[src/rtl/divPkg.sv]
package divPkg;
  typedef struct packed {
    logic capture;
    logic step;
    logic writeBack;
    logic zeroDiv;
  } divStrobes_t;

  typedef enum logic [1:0] {
    ST_IDLE = 2'd0,
    ST_RUN  = 2'd1,
    ST_DONE = 2'd2
  } divState_t;
endpackage

[src/rtl/divCtrl.sv]
module divCtrl
  import divPkg::*;
#(
  parameter int WIDTH = 16
) (
  input  logic        clk,
  input  logic        rst,
  input  logic        start,
  input  logic        divisorZero,
  output divStrobes_t stb,
  output logic        busy,
  output logic        done
);
  localparam int CW = (WIDTH > 1) ? $clog2(WIDTH) : 1;
  localparam logic [CW-1:0] LAST = CW'(WIDTH - 1);

  divState_t state;
  logic [CW-1:0] cnt;
  logic accept;

  always_comb begin
    stb           = '0;
    accept        = start && (state != ST_RUN);
    stb.capture   = accept && !divisorZero;
    stb.zeroDiv   = accept && divisorZero;
    stb.step      = (state == ST_RUN);
    stb.writeBack = (state == ST_RUN) && (cnt == LAST);
  end

  always_ff @(posedge clk) begin
    if (rst) begin
      state <= ST_IDLE;
      cnt   <= '0;
    end else begin
      case (state)
        ST_RUN: begin
          if (cnt == LAST) begin
            state <= ST_DONE;
            cnt   <= '0;
          end else begin
            cnt <= cnt + 1'b1;
          end
        end
        default: begin
          if (stb.capture) begin
            state <= ST_RUN;
            cnt   <= '0;
          end else if (stb.zeroDiv) begin
            state <= ST_DONE;
          end else begin
            state <= ST_IDLE;
          end
        end
      endcase
    end
  end

  assign busy = (state == ST_RUN);
  assign done = (state == ST_DONE);


  busy_done_excl_chk: assert property (@(posedge clk) disable iff (rst)
    !(busy && done));


  done_pulse_chk: assert property (@(posedge clk) disable iff (rst)
    (done && !start) |=> !done);


  run_hold_chk: assert property (@(posedge clk) disable iff (rst)
    (busy && cnt != LAST) |=> busy);


  zero_div_done_chk: assert property (@(posedge clk) disable iff (rst)
    stb.zeroDiv |=> (done && !busy));
endmodule

[src/rtl/divPath.sv]
module divPath
  import divPkg::*;
#(
  parameter int WIDTH = 16
) (
  input  logic             clk,
  input  logic             rst,
  input  divStrobes_t      stb,
  input  logic             busy,
  input  logic             loadA,
  input  logic [WIDTH-1:0] loadAData,
  input  logic             loadT,
  input  logic [WIDTH-1:0] loadTData,
  output logic [WIDTH-1:0] aValue,
  output logic [WIDTH-1:0] tValue,
  output logic             divisorZero,
  output logic             zFlag
);
  logic [WIDTH-1:0] regA, regT;
  logic [WIDTH-1:0] remReg, quoReg, divReg;
  logic [WIDTH:0]   shifted, diff;
  logic [WIDTH-1:0] nextRem, nextQuo;

  always_comb begin
    shifted = {remReg, quoReg[WIDTH-1]};
    diff    = shifted - {1'b0, divReg};
    if (!diff[WIDTH]) begin
      nextRem = diff[WIDTH-1:0];
      nextQuo = {quoReg[WIDTH-2:0], 1'b1};
    end else begin
      nextRem = shifted[WIDTH-1:0];
      nextQuo = {quoReg[WIDTH-2:0], 1'b0};
    end
  end

  assign divisorZero = (regA == '0);

  // operand registers: no reset, they hold their contents
  always_ff @(posedge clk) begin
    if (stb.writeBack) begin
      regA <= nextQuo;
      regT <= nextRem;
    end else begin
      if (loadA && !busy) regA <= loadAData;
      if (loadT && !busy) regT <= loadTData;
    end
  end

  always_ff @(posedge clk) begin
    if (rst) begin
      remReg <= '0;
      quoReg <= '0;
      divReg <= '0;
      zFlag  <= 1'b0;
    end else begin
      if (stb.capture) begin
        remReg <= '0;
        quoReg <= regT;
        divReg <= regA;
      end else if (stb.step) begin
        remReg <= nextRem;
        quoReg <= nextQuo;
      end
      if (stb.zeroDiv)        zFlag <= 1'b1;
      else if (stb.writeBack) zFlag <= (nextQuo == '0);
    end
  end

  assign aValue = regA;
  assign tValue = regT;


  zero_div_keep_chk: assert property (@(posedge clk) disable iff (rst)
    (stb.zeroDiv && !loadA && !loadT) |=>
      (aValue == $past(aValue) && tValue == $past(tValue)));


  zero_div_flag_chk: assert property (@(posedge clk) disable iff (rst)
    stb.zeroDiv |=> zFlag);


  quo_zero_flag_chk: assert property (@(posedge clk) disable iff (rst)
    stb.writeBack |=> (zFlag == (aValue == '0)));


  rem_below_div_chk: assert property (@(posedge clk) disable iff (rst)
    stb.writeBack |=> (tValue < divReg));
endmodule

[src/rtl/accDivider.sv]
module accDivider
  import divPkg::*;
#(
  parameter int WIDTH = 16
) (
  input  logic             clk,
  input  logic             rst,
  input  logic             start,
  input  logic             loadA,
  input  logic [WIDTH-1:0] loadAData,
  input  logic             loadT,
  input  logic [WIDTH-1:0] loadTData,
  output logic [WIDTH-1:0] aValue,
  output logic [WIDTH-1:0] tValue,
  output logic             busy,
  output logic             done,
  output logic             zFlag,
  output logic             zWe
);
  divStrobes_t stb;
  logic divisorZero;

  divCtrl #(.WIDTH(WIDTH)) ctrl_i (
    .clk(clk), .rst(rst), .start(start), .divisorZero(divisorZero),
    .stb(stb), .busy(busy), .done(done)
  );

  divPath #(.WIDTH(WIDTH)) path_i (
    .clk(clk), .rst(rst), .stb(stb), .busy(busy),
    .loadA(loadA), .loadAData(loadAData),
    .loadT(loadT), .loadTData(loadTData),
    .aValue(aValue), .tValue(tValue),
    .divisorZero(divisorZero), .zFlag(zFlag)
  );

  assign zWe = done;


  zwe_only_done_chk: assert property (@(posedge clk) disable iff (rst)
    zWe |-> (done && !busy));
endmodule

[config.mk]
export PLATFORM = sky130hd
export DESIGN_NAME = accDivider
export DESIGN_NICKNAME = d
export VERILOG_FILES = /design/src/rtl/divPkg.sv /design/src/rtl/divCtrl.sv /design/src/rtl/divPath.sv /design/src/rtl/accDivider.sv
export SDC_FILE = /design/constraint.sdc
export NUM_CORES = 1
export LEC_CHECK = 0
export BUFFER_PORTS_ARGS = -buffer_cell sky130_fd_sc_hd__buf_2
export CAP_MARGIN = 20
export CELL_PAD_IN_SITES_DETAIL_PLACEMENT = 1
export CELL_PAD_IN_SITES_GLOBAL_PLACEMENT = 1
export CORE_ASPECT_RATIO = 2
export CORE_MARGIN = 2
export CORE_UTILIZATION = 30
export CTS_CLUSTER_DIAMETER = 120
export DETAILED_ROUTE_END_ITERATION = 10
export GPL_ROUTABILITY_DRIVEN = 0
export GPL_TIMING_DRIVEN = 0
export PLACE_DENSITY = 0.63
export SLEW_MARGIN = 20
export SYNTH_ARGS = -nofsm -noshare
export SYNTH_HDL_FRONTEND = slang
export SYNTH_SLANG_ARGS = --single-unit
[constraint.sdc]
create_clock -name clk -period 2.9 [get_ports clk]
set_input_delay 0.29 -clock clk [delete_from_list [all_inputs] [get_ports clk]]
set_output_delay 0.29 -clock clk [all_outputs]
set_load 0.1 [all_outputs]
==> impl_metrics.csv, run 1 <==
group,metric,value,unit
synthesis,synth-compound-area-share,20.1,%
grt,grt_max_degree,17,
power_and_ir_drop,cellPowerDensity,751,nW/um2
drt,drtIter0Drc,189,
grt,overflow,0,
synthesis,netlist_instances,526,
clock_tree,cts_tree,"built",
power_and_ir_drop,seq_power_share,33.9,%
grt,antenna_found_initial,0,
power_and_ir_drop,combPwrFrac,36.0,%
drt,dr_total_vias,4180,
grt,use_met2,39.8,%
synthesis,synth_cell_types,59,
placed_design,port_buffers,72,
synthesis,synth-simple-area-share,19.3,%
floorplanning,ios,73,
power_and_ir_drop,power.leakage,2.27,nW
worst_setup_path,critPathKind,"register to register",
drt,drc_errors,0,
grt,met1_usage,20.4,%
timing,setup_violations,0,
synthesis,syn_area,4530,um2
floorplanning,dieArea,16200,um2
synthesis,synth_ff_type,"dfxtp_1",
grt,gr-usage-all-layers,20.4,%
clock_tree,cts-root-buf,"clkbuf_16",
synthesis,synthXorXnorAreaFrac,2.51,%
power_and_ir_drop,internal-power,0.00273,W
timing,hold_violations,0,
finish,multi_input_area,2360,um2
synthesis,synthAdderAreaFrac,5.13,%
placed_design,dp_cells,793,
timing,timing.hold.ws,217,ps
timing,fin_crit_sh,97.9,%
finish,fillers,1818,
worst_hold_path,min_path_type,"primary input to register",
timing,worstMarginPinSlew,900,ps
grt,met3_usage,1.95,%
finish,layout-drive-gt1-share,21.2,%
power_and_ir_drop,p_sw,0.00152,W
finish,antenna_cells,0,
drt,ant_nets,0,
synthesis,yosysWarnings,0,
synthesis,async_flop_share,0,%
floorplanning,fp.coreArea,14800,um2
timing,skew,8.95,ps
worst_setup_path,start_kind,"register",
drt,viasPerCell,5.12,
timing,slew_viol_final,0,
clock_tree,clock_latency,340,ps
worst_setup_path,end_kind,"register",
floorplanning,die_y,178,um
power_and_ir_drop,finalPower,0.00424,W
run,maxCapViolCount,0,
timing,finalSetupTns,0,ps
floorplanning,die_w,90.9,um
floorplanning,floorplan.initialDensity,30.6,%
power_and_ir_drop,p_sw_share,35.8,%
finish,fin_cells,817,
synthesis,syn_area_per_cell,8.62,um2
finish,regArea,2060,um2
clock_tree,htree_levels,3,
finish,areaGrowthSynthToFinish,24.6,%
worst_setup_path,cp_data_arrival_time,2900,ps
drt,wl,16200,um
drt,routedWlPerCell,19.9,um
clock_tree,cts_num_sinks,87,
grt,grt_pass1_wl,24800,um
synthesis,synth_seq_area_share,45.5,%
drt,drt_pass1_iterations,5,
clock_tree,clk_pin_slew,70,ps
timing,rsz0062_at_grt,"yes",
synthesis,postSynthNetCount,581,
synthesis,ys_ff_latch,87,
floorplanning,num_rows,63,
finish,fin_nets,672,
clock_tree,cts_made_buffers,9,
grt,grt_pass1_vias,4494,
outcome,status,"completed",
timing,timing.fmax,352,MHz
grt,grt.busiest_layer,"met2",
synthesis,synth-edff-count,32,
clock_tree,clk_path_buf_depth,2,
timing,fin_crit,2840,ps
synthesis,synth_top_family_by_area,"compound AO/OA/AOI/OAI gates",
power_and_ir_drop,clockPowerShare,30.0,%
worst_setup_path,critical_path_required,2960,ps
timing,maxSlewHeadroom,39.8,%
synthesis,synthMuxAreaShare,2.68,%
worst_setup_path,crit_fanout,10,
power_and_ir_drop,peakVddDrop,0.261,mV
placed_design,dpl.hpwl,13000,um
[routing by layer]
layer | routed length, um | part of all wire [%]
met1 | 6020 | 37
met2 | 9150 | 56
met3 | 351 | 2.2
met4 | 708 | 4.4
met5 | 0 | 0
[path summary, 6_finish.rpt]
check,start,endpoint,slack [ps],depth (start not counted)
max,path_i.quoReg[15],path_i.tValue[10],60,11
min,loadAData[15],path_i.aValue[15],220,3
max reg2reg,path_i.quoReg[15],path_i.tValue[10],60,11
min reg2reg,path_i.divReg[15],path_i.divReg[15],460,2
[stage by stage]
stage | setup WS [ps] | cell area (um2) | util, %
after floorplan | 330 | 4530 | -
after global placement | -336 | 5140 | 34.7
after detailed placement | -441 | 5140 | 34.7
after CTS | 0.227 | 5570 | 37.6
after global routing | -113 | 5650 | 38.1
final | 59.7 | 5650 | 38.1
[placed cells by master (no fill, tap or decap), types with 5 or more instances in the layout]
master | netlist | final
a21oi_1 | 58 | 57
a22oi_1 | 16 | 16
buf_2 | 2 | 74
buf_4 | 2 | 10
clkbuf_1 | 23 | 26
clkbuf_16 | 0 | 11
dfxtp_1 | 55 | 54
edfxtp_1 | 32 | 32
ha_1 | 17 | 17
inv_1 | 22 | 22
mux2i_2 | 0 | 5
nand2_1 | 131 | 131
nand3_1 | 18 | 18
nor2_1 | 11 | 11
nor4_1 | 12 | 11
o21ai_0 | 33 | 28
o21ai_1 | 2 | 7
xnor2_1 | 7 | 7
xor2_1 | 6 | 6
[critical path: stages (launching register included)]
cell,delay [ps]
dfxtp_2,340
inv_1,60
ha_1,220
fa_2,370
nand2b_4,170
a21oi_4,200
o21ai_2,120
a211o_4,410
nand2_8,120
buf_12,150
mux2i_4,270
o21ai_0,120
[sequential cells by signal (all words and copies together) (netlist names)]
name / flops
path_i.tValue: 16
ctrl_i.cnt: 4
path_i.quoReg: 16
path_i.zFlag: 1
path_i.remReg: 16
path_i.aValue: 16
ctrl_i.state: 2
path_i.divReg: 16
[cell families after synthesis]
kind of cell	Yosys count
XOR/XNOR	13
AO/OA/AOI/OAI	146
adder cells (fa/ha/maj)	18
flip-flops	87
multiplexers	12
AND/OR/NAND/NOR	197
buffers and inverters	53
[power groups by stage]
stage                     combinational [W]  sequential (W)  clock [W]
after detailed placement            0.00127         0.00146          0
after floorplan                    0.000745         0.00162          0
after global routing                0.00163         0.00145    0.00133
after global placement              0.00125         0.00146          0
final                               0.00153         0.00144    0.00128
after CTS                           0.00141         0.00144    0.00129
[synthesized netlist by cell type, drive strengths merged, types with 6 or more instances]
| library cell | number | share of area (%) |
|---|---|---|
| o21ai | 37 | 4.3 |
| clkbuf | 24 | 2.0 |
| ha | 17 | 4.7 |
| a22oi | 17 | 2.9 |
| buf | 6 | 0.88 |
| xnor2 | 7 | 1.4 |
| edfxtp | 32 | 21 |
| a21oi | 60 | 6.8 |
| xor2 | 6 | 1.2 |
| dfxtp | 55 | 24 |
| nor4 | 12 | 1.7 |
| nand2 | 132 | 11 |
| inv | 23 | 1.9 |
| mux2i | 11 | 2.4 |
| nand3 | 18 | 2.0 |
| nor2 | 13 | 1.3 |
[repair_timing]
item,in CTS,in global routing
setup endpoints to repair,32,50
hold buffers,0,0
pin swaps,3,3
buffers inserted,5,3
gates resized for setup,14,16
[area by class of cell]
cell class | instances | area share [%]
plain buffers | 30 | 2.48
clock buffers | 15 | 5.32
clock inverters | 1 | 0.532
inverters | 23 | 1.53
multi-input cells | 386 | 41.9
flip-flops and latches | 87 | 36.5
well taps | 195 | 4.32
repair buffers | 80 | 7.44
No activity file was read; power rests on OpenSTA's default activity.
==> inputs of run 2 (changes only) <==
Settings changed: CORE_MARGIN 2 to not set, CTS_BUF_LIST set to sky130_fd_sc_hd__clkbuf_16.
==> impl_metrics.csv, run 2 (synthesis gave the netlist of run 1 again) <==
group,metric,value,unit
floorplanning,ios,73,
worst_setup_path,cp_cell_sequence,"ha_1 > nand3_1 > or2_2 > clkbuf_1 > clkbuf_1 > nand2_1",
worst_setup_path,cpLargestDelayFamily,"simple AND/OR/NAND/NOR gates",
timing,setup_violations,0,
floorplanning,die_w,88.9,um
timing,fin_crit,2860,ps
power_and_ir_drop,power.leakage,2.25,nW
grt,grt_pass1_wl,25000,um
finish,final_cell_mix,"nand2_1, buf_2, a21oi_1, dfxtp_1, edfxtp_1",
worst_setup_path,critical_path_required,2790,ps
finish,final_util,37.9,%
grt,overflow,0,
timing,skew,9.72,ps
drt,ant_nets,0,
timing,rsz0062_at_grt,"yes",
placed_design,dpl.hpwl,13000,um
timing,slew_viol_final,0,
grt,grt_max_degree,17,
floorplanning,die_y,176,um
worst_setup_path,cpMostUsedCell,"clkbuf_1",
clock_tree,cts_made_buffers,9,
worst_setup_path,path_buf_inv,2,
finish,antenna_cells,0,
clock_tree,cts_tree,"built",
floorplanning,floorplan.initialDensity,30.6,%
grt,grt_pass1_vias,4639,
worst_setup_path,crit_fanout,16,
power_and_ir_drop,seq_power_share,35.1,%
power_and_ir_drop,peakVddDrop,0.275,mV
drt,dr_total_vias,4298,
floorplanning,dieArea,15600,um2
worst_setup_path,critPathSlowestCell,"nand2_1",
outcome,status,"completed",
grt,antenna_found_initial,0,
finish,layout_commonest_cell,"nand2_1",
drt,routedWlPerCell,20.0,um
placed_design,dpl_cell_area,5140,um2
drt,drt_pass1_iterations,4,
timing,timing.fmax,350,MHz
timing,fin_crit_sh,98.6,%
timing,maxSlewHeadroom,40.7,%
finish,layout-drive-gt1-share,21.1,%
drt,drtIter0Drc,181,
worst_setup_path,slowest_delay,660,ps
clock_tree,cts_num_sinks,87,
placed_design,port_buffers,72,
drt,drc_errors,0,
run,maxCapViolCount,0,
worst_setup_path,start_kind,"register",
clock_tree,cts-root-buf,"clkbuf_16",
power_and_ir_drop,clockPowerShare,27.4,%
drt,viasPerCell,5.27,
clock_tree,postCtsHoldBufs,0,
grt,gr-usage-all-layers,22.1,%
worst_hold_path,min_path_type,"primary input to register",
finish,final_area,5610,um2
power_and_ir_drop,combPwrFrac,37.5,%
worst_setup_path,end_kind,"register",
finish,fin_nets,671,
clock_tree,htree_levels,3,
power_and_ir_drop,cellPowerDensity,731,nW/um2
clock_tree,clk_path_buf_depth,2,
timing,worstMarginPinSlew,886,ps
floorplanning,fp.coreArea,14800,um2
clock_tree,clk_pin_slew,60,ps
finish,fillers,1848,
worst_setup_path,critPathKind,"register to register",
worst_setup_path,cp_data_arrival_time,2750,ps
power_and_ir_drop,internal-power,0.00258,W
drt,wl,16300,um
finish,areaGrowthSynthToFinish,23.8,%
power_and_ir_drop,p_sw_share,37.0,%
power_and_ir_drop,p_sw,0.00152,W
floorplanning,num_rows,63,
timing,hold_violations,0,
clock_tree,clock_latency,340,ps
run 2: worst min-delay path, cell delays in order:
cell,delay [ps]
buf_2,70
nand2_1,40
nand2_1,50
run 2: routing by layer:
layer  routed length, um  global-route usage [%]
met5                   0                       0
met4                1040                    17.1
met3                 422                    2.63
met2                8950                    40.5
met1                5930                    21.4
run 2: final cells by class:
cell class | instances | area [um2] | area share [%]
inverters | 23 | 86.3 | 1.54
well taps | 195 | 244 | 4.35
repair buffers | 79 | 417 | 7.43
multi-input cells | 386 | 2380 | 42.4
flip-flops and latches | 87 | 2060 | 36.8
clock buffers | 9 | 225 | 4.01
plain buffers | 30 | 141 | 2.52
clock inverters | 7 | 55.1 | 0.981
run 2: power by group through the flow:
stage / registers [W] / logic (W) / clock network, W
6_report: 0.00144 / 0.00154 / 0.00112
5_1_grt: 0.00145 / 0.00164 / 0.00119
4_1_cts: 0.00144 / 0.00143 / 0.00114
3_5_place_dp: 0.00146 / 0.00128 / 0
3_3_place_gp: 0.00146 / 0.00125 / 0
2_1_floorplan: 0.00162 / 0.000745 / 0
run 2: worst paths after layout:
kind,start,end,slack [ps],depth (start not counted)
hold / removal,loadAData[4],path_i.aValue[4],220,3
hold reg to reg,path_i.divReg[5],path_i.divReg[5],460,2
setup / recovery,ctrl_i.cnt[0],path_i.tValue[2],40,6
setup reg to reg,ctrl_i.cnt[0],path_i.tValue[2],40,6
run 2: metrics by stage:
stage	total power [W]	hold WS (ps)	setup slack (ps)	cells	TNS (ps)
final	0.00410	220	39.2	816	0
after global routing	0.00427	219	-180	816	-5280
after CTS	0.00401	211	-21.0	813	-36.2
after detailed placement	0.00274	451	-445	793	-5770
after global placement	0.00271	451	-347	793	-3420
after floorplan	0.00237	436	330	526	0
run 2: repair_timing:
item / in CTS / in global routing
pin swaps: 3 / 5
buffers inserted: 4 / 3
endpoints found under the setup margin: 33 / 54
resized for setup: 16 / 17
==> inputs of run 3 (changes only) <==
Settings changed: CTS_CLUSTER_SIZE set to 28, PLACE_DENSITY 0.63 to 0.65, REMOVE_ABC_BUFFERS set to 1.
Clock period 2.9 ns to 2.5 ns, I/O delays scaled along.
==> impl_metrics.csv, run 3 (synthesis gave the netlist of run 1 again) <==
group,metric,value,unit
grt,grt_pass1_vias,4478,
timing,worstMarginPinSlew,987,ps
worst_setup_path,reg2reg_slack,-180,ps
finish,layout_commonest_cell,"nand2_1",
timing,setup_violations,23,
finish,final_cell_mix,"nand2_1, buf_2, dfxtp_1, a21oi_1, edfxtp_1",
grt,antenna_found_initial,0,
power_and_ir_drop,clockPowerShare,27.9,%
floorplanning,num_rows,63,
worst_setup_path,slowest_delay,420,ps
timing,rsz0062_at_grt,"yes",
power_and_ir_drop,internal-power,0.00336,W
clock_tree,clk_path_buf_depth,2,
timing,timing.fmax,373,MHz
power_and_ir_drop,p_sw_share,36.0,%
clock_tree,postCtsHoldBufs,0,
finish,areaGrowthSynthToFinish,31.7,%
clock_tree,clk_pin_slew,70,ps
floorplanning,floorplan.initialDensity,30.6,%
power_and_ir_drop,peakVddDrop,0.273,mV
worst_setup_path,cp_data_arrival_time,2910,ps
floorplanning,dieArea,15600,um2
grt,grt_pass1_wl,23500,um
drt,drtIter0Drc,205,
finish,layout-drive-gt1-share,28.7,%
worst_setup_path,critical_path_required,2730,ps
worst_setup_path,critPathKind,"register to register",
floorplanning,die_w,88.9,um
floorplanning,fp.coreArea,14800,um2
worst_setup_path,rr_endpoint,"path_i.remReg[1]",
grt,met1_usage,21.5,%
clock_tree,htree_levels,3,
grt,gr-usage-all-layers,20.0,%
worst_setup_path,crit_fanout,7,
placed_design,dpl_cell_area,5010,um2
worst_setup_path,start_kind,"register",
placed_design,port_buffers,72,
grt,overflow,0,
clock_tree,cts_num_sinks,87,
finish,fin_nets,663,
timing,skew,9.13,ps
timing,worst_slack,-178,ps
run,maxCapViolCount,0,
worst_setup_path,critPathSlowestCell,"a211o_4",
drt,drt_pass1_iterations,4,
grt,use_met2,38.0,%
drt,dr_total_vias,4195,
drt,routedWlPerCell,18.2,um
worst_setup_path,r2r_start,"path_i.quoReg[15]",
power_and_ir_drop,cellPowerDensity,881,nW/um2
power_and_ir_drop,power.leakage,2.38,nW
clock_tree,clock_latency,350,ps
outcome,violations,"setup timing",
clock_tree,cts_tree,"built",
outcome,status,"finished, violations left",
timing,fin_crit_sh,107,%
power_and_ir_drop,seq_power_share,31.7,%
floorplanning,ios,73,
timing,hold_violations,0,
drt,drc_errors,0,
timing,fin_crit,2680,ps
timing,slew_viol_final,0,
finish,antenna_cells,0,
floorplanning,die_y,176,um
worst_hold_path,hold_start,"loadAData[1]",
worst_hold_path,hold_depth,3,
grt,met3_usage,1.97,%
worst_setup_path,end_kind,"register",
drt,ant_nets,0,
power_and_ir_drop,combPwrFrac,40.4,%
worst_hold_path,min_path_type,"primary input to register",
power_and_ir_drop,finalPower,0.00526,W
timing,maxSlewHeadroom,34.2,%
power_and_ir_drop,p_sw,0.00190,W
drt,wl,14700,um
clock_tree,cts_made_buffers,9,
worst_setup_path,cp_cell_sequence,"inv_2 > ha_4 > fa_2 > nand2b_4 > a21oi_4 > o21ai_4 > a211o_4 > nand2_8 > buf_8 > buf_6 > nor4_2 > a311o_1",
drt,viasPerCell,5.19,
placed_design,pre_cts_ws,-938,ps
worst_hold_path,hold_path_end,"path_i.aValue[1]",
grt,grt_max_degree,54,
clock_tree,cts-root-buf,"clkbuf_16",
placed_design,dpl.hpwl,10300,um
grt,grt.busiest_layer,"met2",
worst_setup_path,worst_r2r_path_depth,12,
finish,final_area,5970,um2
[run 3: final cells by class]
type / count / area, um2
Multi-Input combinational cell: 388 / 2570
Tap cell: 195 / 244
Clock buffer: 12 / 300
Timing Repair Buffer: 99 / 668
Sequential cell: 87 / 2060
Fill cell: 1789 / 8850
Clock inverter: 4 / 30.0
Inverter: 23 / 93.8
[run 3: timing repair]
action,4_1_cts,5_1_grt
buffers inserted,21,6
pin swaps,17,10
cloned,2,0
hold endpoints to repair,0,0
endpoints found under the setup margin,111,66
resized for setup,62,20
[run 3: routing by layer]
| metal | routed length [um] | up-vias |
|---|---|---|
| met5 | 0 | - |
| met1 | 5440 | 2046 |
| li1 | - | 2030 |
| met2 | 8380 | 84 |
| met3 | 333 | 35 |
| met4 | 586 | 0 |
[run 3: power groups by stage]
stage / Sequential, W / Clock (W) / Combinational [W]
after detailed placement: 0.00169 / 0 / 0.00137
after floorplan: 0.00188 / 0 / 0.000808
after global routing: 0.00168 / 0.00153 / 0.00226
after CTS: 0.00166 / 0.00149 / 0.00202
final: 0.00167 / 0.00147 / 0.00213
after global placement: 0.00168 / 0 / 0.00135
[run 3: stage by stage]
step | hold WS (ps) | instances | util, % | TNS [ps]
floorplan | 319 | 496 | - | -4590
global placement | 446 | 763 | 33.8 | -66180
detailed placement | 454 | 763 | 33.8 | -59510
CTS | 161 | 802 | 39.4 | -4430
global route | 180 | 808 | 40.3 | -5080
finish | 168 | 808 | 40.3 | -2700
[run 3: worst max path at each step]
stage	start	end	slack (ps)	cells past startpoint
floorplan	ctrl_i.state[1]	done	-680	1
global placement	ctrl_i.state[1]	path_i.quoReg[0]	-980	6
detailed placement	ctrl_i.state[1]	path_i.tValue[4]	-940	3
CTS	path_i.quoReg[15]	path_i.tValue[8]	-160	11
global route	path_i.quoReg[15]	path_i.zFlag	-270	13
finish	path_i.quoReg[15]	path_i.remReg[1]	-180	12
[run 3: worst max-delay path: cells and delay by family, from the launching register on]
kind,cells,cell delay (ps)
and+or+nand+nor,3,330
buffers and inverters,3,300
AOI/OAI and AO/OA,4,1070
DFF,1,340
adders and majority gates,2,520
